File: config.mk
export PLATFORM = sky130hd
export DESIGN_NAME = agen_top
export DESIGN_NICKNAME = d
export VERILOG_FILES = /design/src/rtl/agen_pkg.sv /design/src/rtl/agen_ctrl.sv /design/src/rtl/agen_datapath.sv /design/src/rtl/agen_top.sv
export SDC_FILE = /design/constraint.sdc
export NUM_CORES = 1
export LEC_CHECK = 0
export CAP_MARGIN = 20
export CORE_ASPECT_RATIO = 0.9
export CORE_UTILIZATION = 45
export CTS_BUF_LIST = sky130_fd_sc_hd__clkbuf_4
export CTS_CLUSTER_SIZE = 30
export DETAILED_ROUTE_END_ITERATION = 16
export PLACE_DENSITY = 0.87
export SETUP_SLACK_MARGIN = 0.05
export SLEW_MARGIN = 10
export SYNTH_ARGS = -nofsm -noshare
export SYNTH_HDL_FRONTEND = slang
export SYNTH_HIERARCHICAL = 1
export SYNTH_SLANG_ARGS = --single-unit
export TNS_END_PERCENT = 5
File: constraint.sdc
create_clock -name clk -period 1 [get_ports clk]
set_input_delay 0.3 -clock clk [delete_from_list [all_inputs] [get_ports clk]]
set_output_delay 0.3 -clock clk [all_outputs]
set_load 0.05 [all_outputs]
File: src/rtl/agen_pkg.sv
package agen_pkg;

  // Operand-size codes used by the alignment check.
  typedef enum logic [2:0] {
    SZ_UNCHECKED = 3'd0,
    SZ_INT24     = 3'd1,
    SZ_LONG48    = 3'd2,
    SZ_MED48     = 3'd3,
    SZ_EXT96     = 3'd4
  } opsize_e;

  // Strobes from control to datapath.
  typedef struct packed {
    logic capture;   // latch a new address this cycle
  } agen_strobe_t;

  // Low address bits that must be clear for the advised alignment.
  function automatic logic [2:0] alignMask(input logic [2:0] sizeCode);
    case (sizeCode)
      SZ_INT24:  alignMask = 3'b001;
      SZ_LONG48: alignMask = 3'b011;
      SZ_MED48:  alignMask = 3'b011;
      SZ_EXT96:  alignMask = 3'b111;
      default:   alignMask = 3'b000;
    endcase
  endfunction

endpackage

File: src/rtl/agen_ctrl.sv
module agen_ctrl
  import agen_pkg::*;
(
  input  logic         clk,
  input  logic         rstN,
  input  logic         inValid,
  output agen_strobe_t strobe,
  output logic         outValid
);

  logic validQ;

  always_comb begin
    strobe = '0;
    strobe.capture = inValid;
  end

  always_ff @(posedge clk or negedge rstN) begin
    if (!rstN) validQ <= 1'b0;
    else       validQ <= inValid;
  end

  assign outValid = validQ;

  // one-cycle latency, one result per request
  assert_valid_follows_R7: assert property (@(posedge clk) disable iff (!rstN)
    inValid |=> outValid);
  assert_no_spurious_valid_R7: assert property (@(posedge clk) disable iff (!rstN)
    !inValid |=> !outValid);

endmodule

File: src/rtl/agen_datapath.sv
module agen_datapath
  import agen_pkg::*;
#(
  parameter int ADDR_W     = 24,
  parameter int DISP_W     = 12,
  parameter int WORD_UNITS = 8
) (
  input  logic                      clk,
  input  logic                      rstN,
  input  agen_strobe_t              strobe,
  input  logic [ADDR_W-1:0]         baseData,
  input  logic [ADDR_W-1:0]         indexData,
  input  logic [1:0]                indexSel,
  input  logic [DISP_W-1:0]         disp,
  input  logic [2:0]                opSize,
  output logic [ADDR_W-1:0]         effAddr,
  output logic [ADDR_W-$clog2(WORD_UNITS)-1:0] wordAddr,
  output logic                      misalign
);

  localparam int SHIFT  = $clog2(WORD_UNITS);
  localparam int WORD_W = ADDR_W - SHIFT;

  logic [ADDR_W-1:0] dispExt;
  logic [ADDR_W-1:0] indexTerm;
  logic [ADDR_W-1:0] sum;
  logic [2:0]        sizeMask;
  logic              badAlign;

  logic [ADDR_W-1:0] effAddrQ;
  logic [WORD_W-1:0] wordAddrQ;
  logic              misalignQ;

  always_comb begin
    dispExt   = ADDR_W'(disp);
    indexTerm = (indexSel != 2'd0) ? indexData : '0;
    sum       = baseData + dispExt + indexTerm;
    sizeMask  = alignMask(opSize);
    badAlign  = |(sum[2:0] & sizeMask);
  end

  always_ff @(posedge clk or negedge rstN) begin
    if (!rstN) begin
      effAddrQ  <= '0;
      wordAddrQ <= '0;
      misalignQ <= 1'b0;
    end else if (strobe.capture) begin
      effAddrQ  <= sum;
      wordAddrQ <= sum[ADDR_W-1:SHIFT];
      misalignQ <= badAlign;
    end
  end

  assign effAddr  = effAddrQ;
  assign wordAddr = wordAddrQ;
  assign misalign = misalignQ;

  // word address tracks unit address
  assert_word_addr_R5: assert property (@(posedge clk) disable iff (!rstN)
    wordAddr == effAddr[ADDR_W-1:SHIFT]);

  // a warning never accompanies a fully aligned address
  assert_misalign_bits_R6: assert property (@(posedge clk) disable iff (!rstN)
    misalign |-> (effAddr[2:0] != 3'b000));

  // results hold with no request
  assert_hold_R8: assert property (@(posedge clk) disable iff (!rstN)
    !strobe.capture |=> ($stable(effAddr) && $stable(misalign)));

endmodule

File: src/rtl/agen_top.sv
module agen_top
  import agen_pkg::*;
#(
  parameter int ADDR_W     = 24,
  parameter int DISP_W     = 12,
  parameter int WORD_UNITS = 8
) (
  input  logic                                  clk,
  input  logic                                  rstN,
  input  logic                                  inValid,
  input  logic                                  baseSel,
  input  logic [1:0]                            indexSel,
  input  logic [DISP_W-1:0]                     disp,
  input  logic [2:0]                            opSize,
  output logic [2:0]                            rfBaseAddr,
  input  logic [ADDR_W-1:0]                     rfBaseData,
  output logic [2:0]                            rfIndexAddr,
  input  logic [ADDR_W-1:0]                     rfIndexData,
  output logic                                  outValid,
  output logic [ADDR_W-1:0]                     effAddr,
  output logic [ADDR_W-$clog2(WORD_UNITS)-1:0]  wordAddr,
  output logic                                  misalign
);

  agen_strobe_t strobe;

  // Base is register 6 or 7; index port follows the field directly.
  assign rfBaseAddr  = {2'b11, baseSel};
  assign rfIndexAddr = {1'b0, indexSel};

  agen_ctrl uCtrl (
    .clk      (clk),
    .rstN     (rstN),
    .inValid  (inValid),
    .strobe   (strobe),
    .outValid (outValid)
  );

  agen_datapath #(
    .ADDR_W     (ADDR_W),
    .DISP_W     (DISP_W),
    .WORD_UNITS (WORD_UNITS)
  ) uPath (
    .clk       (clk),
    .rstN      (rstN),
    .strobe    (strobe),
    .baseData  (rfBaseData),
    .indexData (rfIndexData),
    .indexSel  (indexSel),
    .disp      (disp),
    .opSize    (opSize),
    .effAddr   (effAddr),
    .wordAddr  (wordAddr),
    .misalign  (misalign)
  );

endmodule

==> results of run 1 <==
[worst max-delay path by stage]
stage,end,cells past startpoint,slack (ps),startpoint
3_5_place_dp,uPath/effAddr[17]$_DFFE_PN0P_,14,-2850,indexSel[0]
4_1_cts,uPath/effAddr[17]$_DFFE_PN0P_,15,-1910,indexSel[1]
3_3_place_gp,uPath/effAddr[19]$_DFFE_PN0P_,14,-2620,indexSel[0]
5_1_grt,uPath/effAddr[23]$_DFFE_PN0P_,16,-2180,indexSel[1]
2_1_floorplan,uPath/effAddr[19]$_DFFE_PN0P_,13,-1970,indexSel[0]
6_report,uPath/effAddr[23]$_DFFE_PN0P_,16,-2170,indexSel[1]
[state kept, by name, indices dropped and copies added (netlist names)]
| signal | cells |
|---|---|
| uCtrl/outValid | 1 |
| uPath/misalign | 1 |
| uPath/effAddr | 24 |
[timing repair]
item	in CTS	in global routing
resized for setup	75	39
endpoints found under the setup margin	74	75
gates cloned	1	0
pin swaps	27	9
buffers inserted	8	7
[stage by stage]
stage | instances | TNS [ps] | hold slack (ps) | setup WS (ps)
after floorplan | 317 | -41500 | 4.41 | -1970
after global placement | 557 | -55870 | 533 | -2620
after detailed placement | 557 | -59400 | 551 | -2850
after CTS | 570 | -51380 | 315 | -1910
after global routing | 578 | -59550 | 318 | -2180
final | 578 | -57430 | 329 | -2170
[metal layers]
metal  up-vias  global-route usage (%)
met5         -                       0
met4         0                    24.8
met3       153                    8.00
met2       356                    70.0
met1      1659                    42.6
li1       1442                       -
[logic make-up (layout without fill, tap and decap cells)]
kind of cell,Yosys count,count (layout),synth area share (%)
AOI/OAI and AO/OA,79,79,19.4
xor gates and xnor gates,17,17,5.01
adders and majority gates,46,46,22.6
buffers and inverters,52,225,10.9
DFF,26,26,21.9
muxes,13,13,5.05
other,2,4,0.253
and+or+nand+nor,81,81,14.9
[critical path, cell delays in order]
cell	delay, ps
buf_8	100
buf_4	140
o21ai_4	190
fa_1	450
inv_2	90
ha_4	140
inv_2	30
fa_2	350
and2b_2	280
o2111ai_4	170
a21oi_4	260
buf_6	150
nor4_4	50
o311ai_2	290
xnor2_1	140
mux2_4	270
[cell type report]
| cell class | instances | share of cell area, % |
|---|---|---|
| Timing Repair Buffer | 206 | 42.7 |
| Multi-Input combinational cell | 239 | 41.6 |
| Inverter | 15 | 0.999 |
| Antenna cell | 1 | 0.0444 |
| Clock inverter | 1 | 0.533 |
| Sequential cell | 26 | 11.8 |
| Tap cell | 87 | 1.93 |
| Clock buffer | 3 | 0.400 |
[cell usage after synthesis, types with 2 or more instances]
library cell	instances
a31oi_1	2
buf_4	30
o22ai_1	2
conb_1	2
nor2b_1	22
a21o_1	14
mux2_2	12
dfrtp_1	26
a21oi_1	18
o21bai_1	2
nand4_1	3
inv_1	15
o211ai_1	2
o21ai_0	12
ha_1	33
buf_6	2
fa_1	13
xnor2_1	10
nand3_1	4
nand2b_1	2
and3_1	2
o2bb2ai_1	2
clkbuf_1	5
o21a_1	4
nor2_1	14
nor3_1	3
nand2_1	17
or4_1	2
nand2_2	2
and2_1	2
o2111ai_1	3
xor2_1	7
[power groups by stage]
stage               registers [W]  clock network (W)  logic (W)
CTS                       0.00218           0.000748    0.00900
global route              0.00229           0.000850     0.0101
global placement          0.00212                  0    0.00834
detailed placement        0.00215                  0    0.00862
floorplan                 0.00298                  0    0.00355
finish                    0.00224           0.000797    0.00986
==> impl_metrics.toml, run 1 <==
[detailed_routing]
wl_per_cell_um = 25.6
drt_iter0_markers = 508
firstDrtPassIters = 5
met1Wirelength_mm = 4.91
drt_drc_violations_left = 0
routed.top_layer = "met4"
wl_met2_mm = 6.95
antenna_left = 0
via_per_inst = 6.25
wl_met3_mm = 1.59
via_count = 3610
wl_mm = 14.8

[power_and_ir_drop]
power_density_nw_per_um2 = 2290
ir_drop_v = 0.00158
swShare_pct = 48.8
p_clk_share_pct = 6.2
leakage_nw = 2.56
p_comb_share_pct = 76.4
p_switching_w = 0.00629
seq_power_share_pct = 17.4
finalPower_w = 0.0129
p_int_w = 0.00661

[timing]
drv_slew = 0
grt_setup_unrepaired = "true"
fmax_mhz = 316
worstMarginPinSlew_ps = 518
setup_ws_ps = -2170
finClkSkew_ps = 0
min_period_ps = 3170
post-route-period-util_pct = 317
setup_viol = 74
slew_headroom_pct = 65.3
hold_viol = 0

[yosys]
netlist_instances = 316
async_flop_share_pct = 100
syn_avg_cell_area_um2 = 9.41
synth_top_area_share_pct = 21.9
yosys-top-cells-area = "dfrtp_1, ha_1, fa_1, buf_4, nor2b_1"
synth_edf_count = 0
seq_area_frac_synth_pct = 21.9
syn-cell-area_um2 = 2970
ys_ff_latch = 26
synthDistinctLibCells = 59
yosysTopAreaCell = "dfrtp_1"
synth_flop_cell = "dfrtp_1"
ys.warnings.count = 6

[cts]
cts_buffers = 3
htreeDepth = 1
cts_tree = "yes"
clk_path_buf_depth = 2
clock_latency_ps = 340
cts_sinks = 26
root_buffer = "clkbuf_4"
path_clk_slew_ps = 180
cts_hold_buf = 0

[final_layout]
area_growth_syn_to_layout_pct = 89.5
drive_gt1_share_pct = 46.7
fin_area_um2 = 5630
fin_nets = 606
final_common_cell = "buf_4"
final_cell_mix = "buf_4, clkdlybuf4s50_1, buf_12"
regArea_um2 = 663
multiInputGateArea_um2 = 2340
fill_cells = 210
final_util_pct = 90.2

[global_route]
grt_overflow = 0
groute.usage.overall_pct = 39.4
grt_max_degree = 27
grt_pass1_wl_mm = 20.2
grt_pass1_vias = 3711
antenna_found_initial = 1

[run_status]
violations = "negative setup slack"
status = "finished with violations"

[worst_setup_path]
reg2reg_slack_ps = -180
cp_data_required_time_ps = 1250
crit_type = "in -> reg"
r2r-start = "uPath/effAddr[18]$_DFFE_PN0P_"
startpoint_type = "primary input"
cp-end-kind = "register"
r2r.worst_path.cells = 2
r2r_end = "uPath/effAddr[18]$_DFFE_PN0P_"
crit_arrival_ps = 3420
cp_max_fo = 3

[placed_design]
finalWeightedCongestion = 0.897
io_buffer_count = 116
place_hpwl_mm = 8.10
placed_area_um2 = 5070

[floorplanning]
die_w_um = 87.7
core-area_um2 = 6250
dieArea_um2 = 6940
rows = 27
initial_core_util_pct = 47.6
dieHeight_um = 79.1
io_pins = 122

[min_path]
holdCritPathClass = "in -> async"

[flow_run]
max_cap_viol_count = 0
Note: power is estimated with default switching activity, not from simulation.
==> inputs of run 2 (changes only) <==
Settings changed: ABC_CLOCK_PERIOD_IN_PS set to 1000.
==> results of run 2 <==
No change in the layout: final DEF, timing and power equal those of run 1.
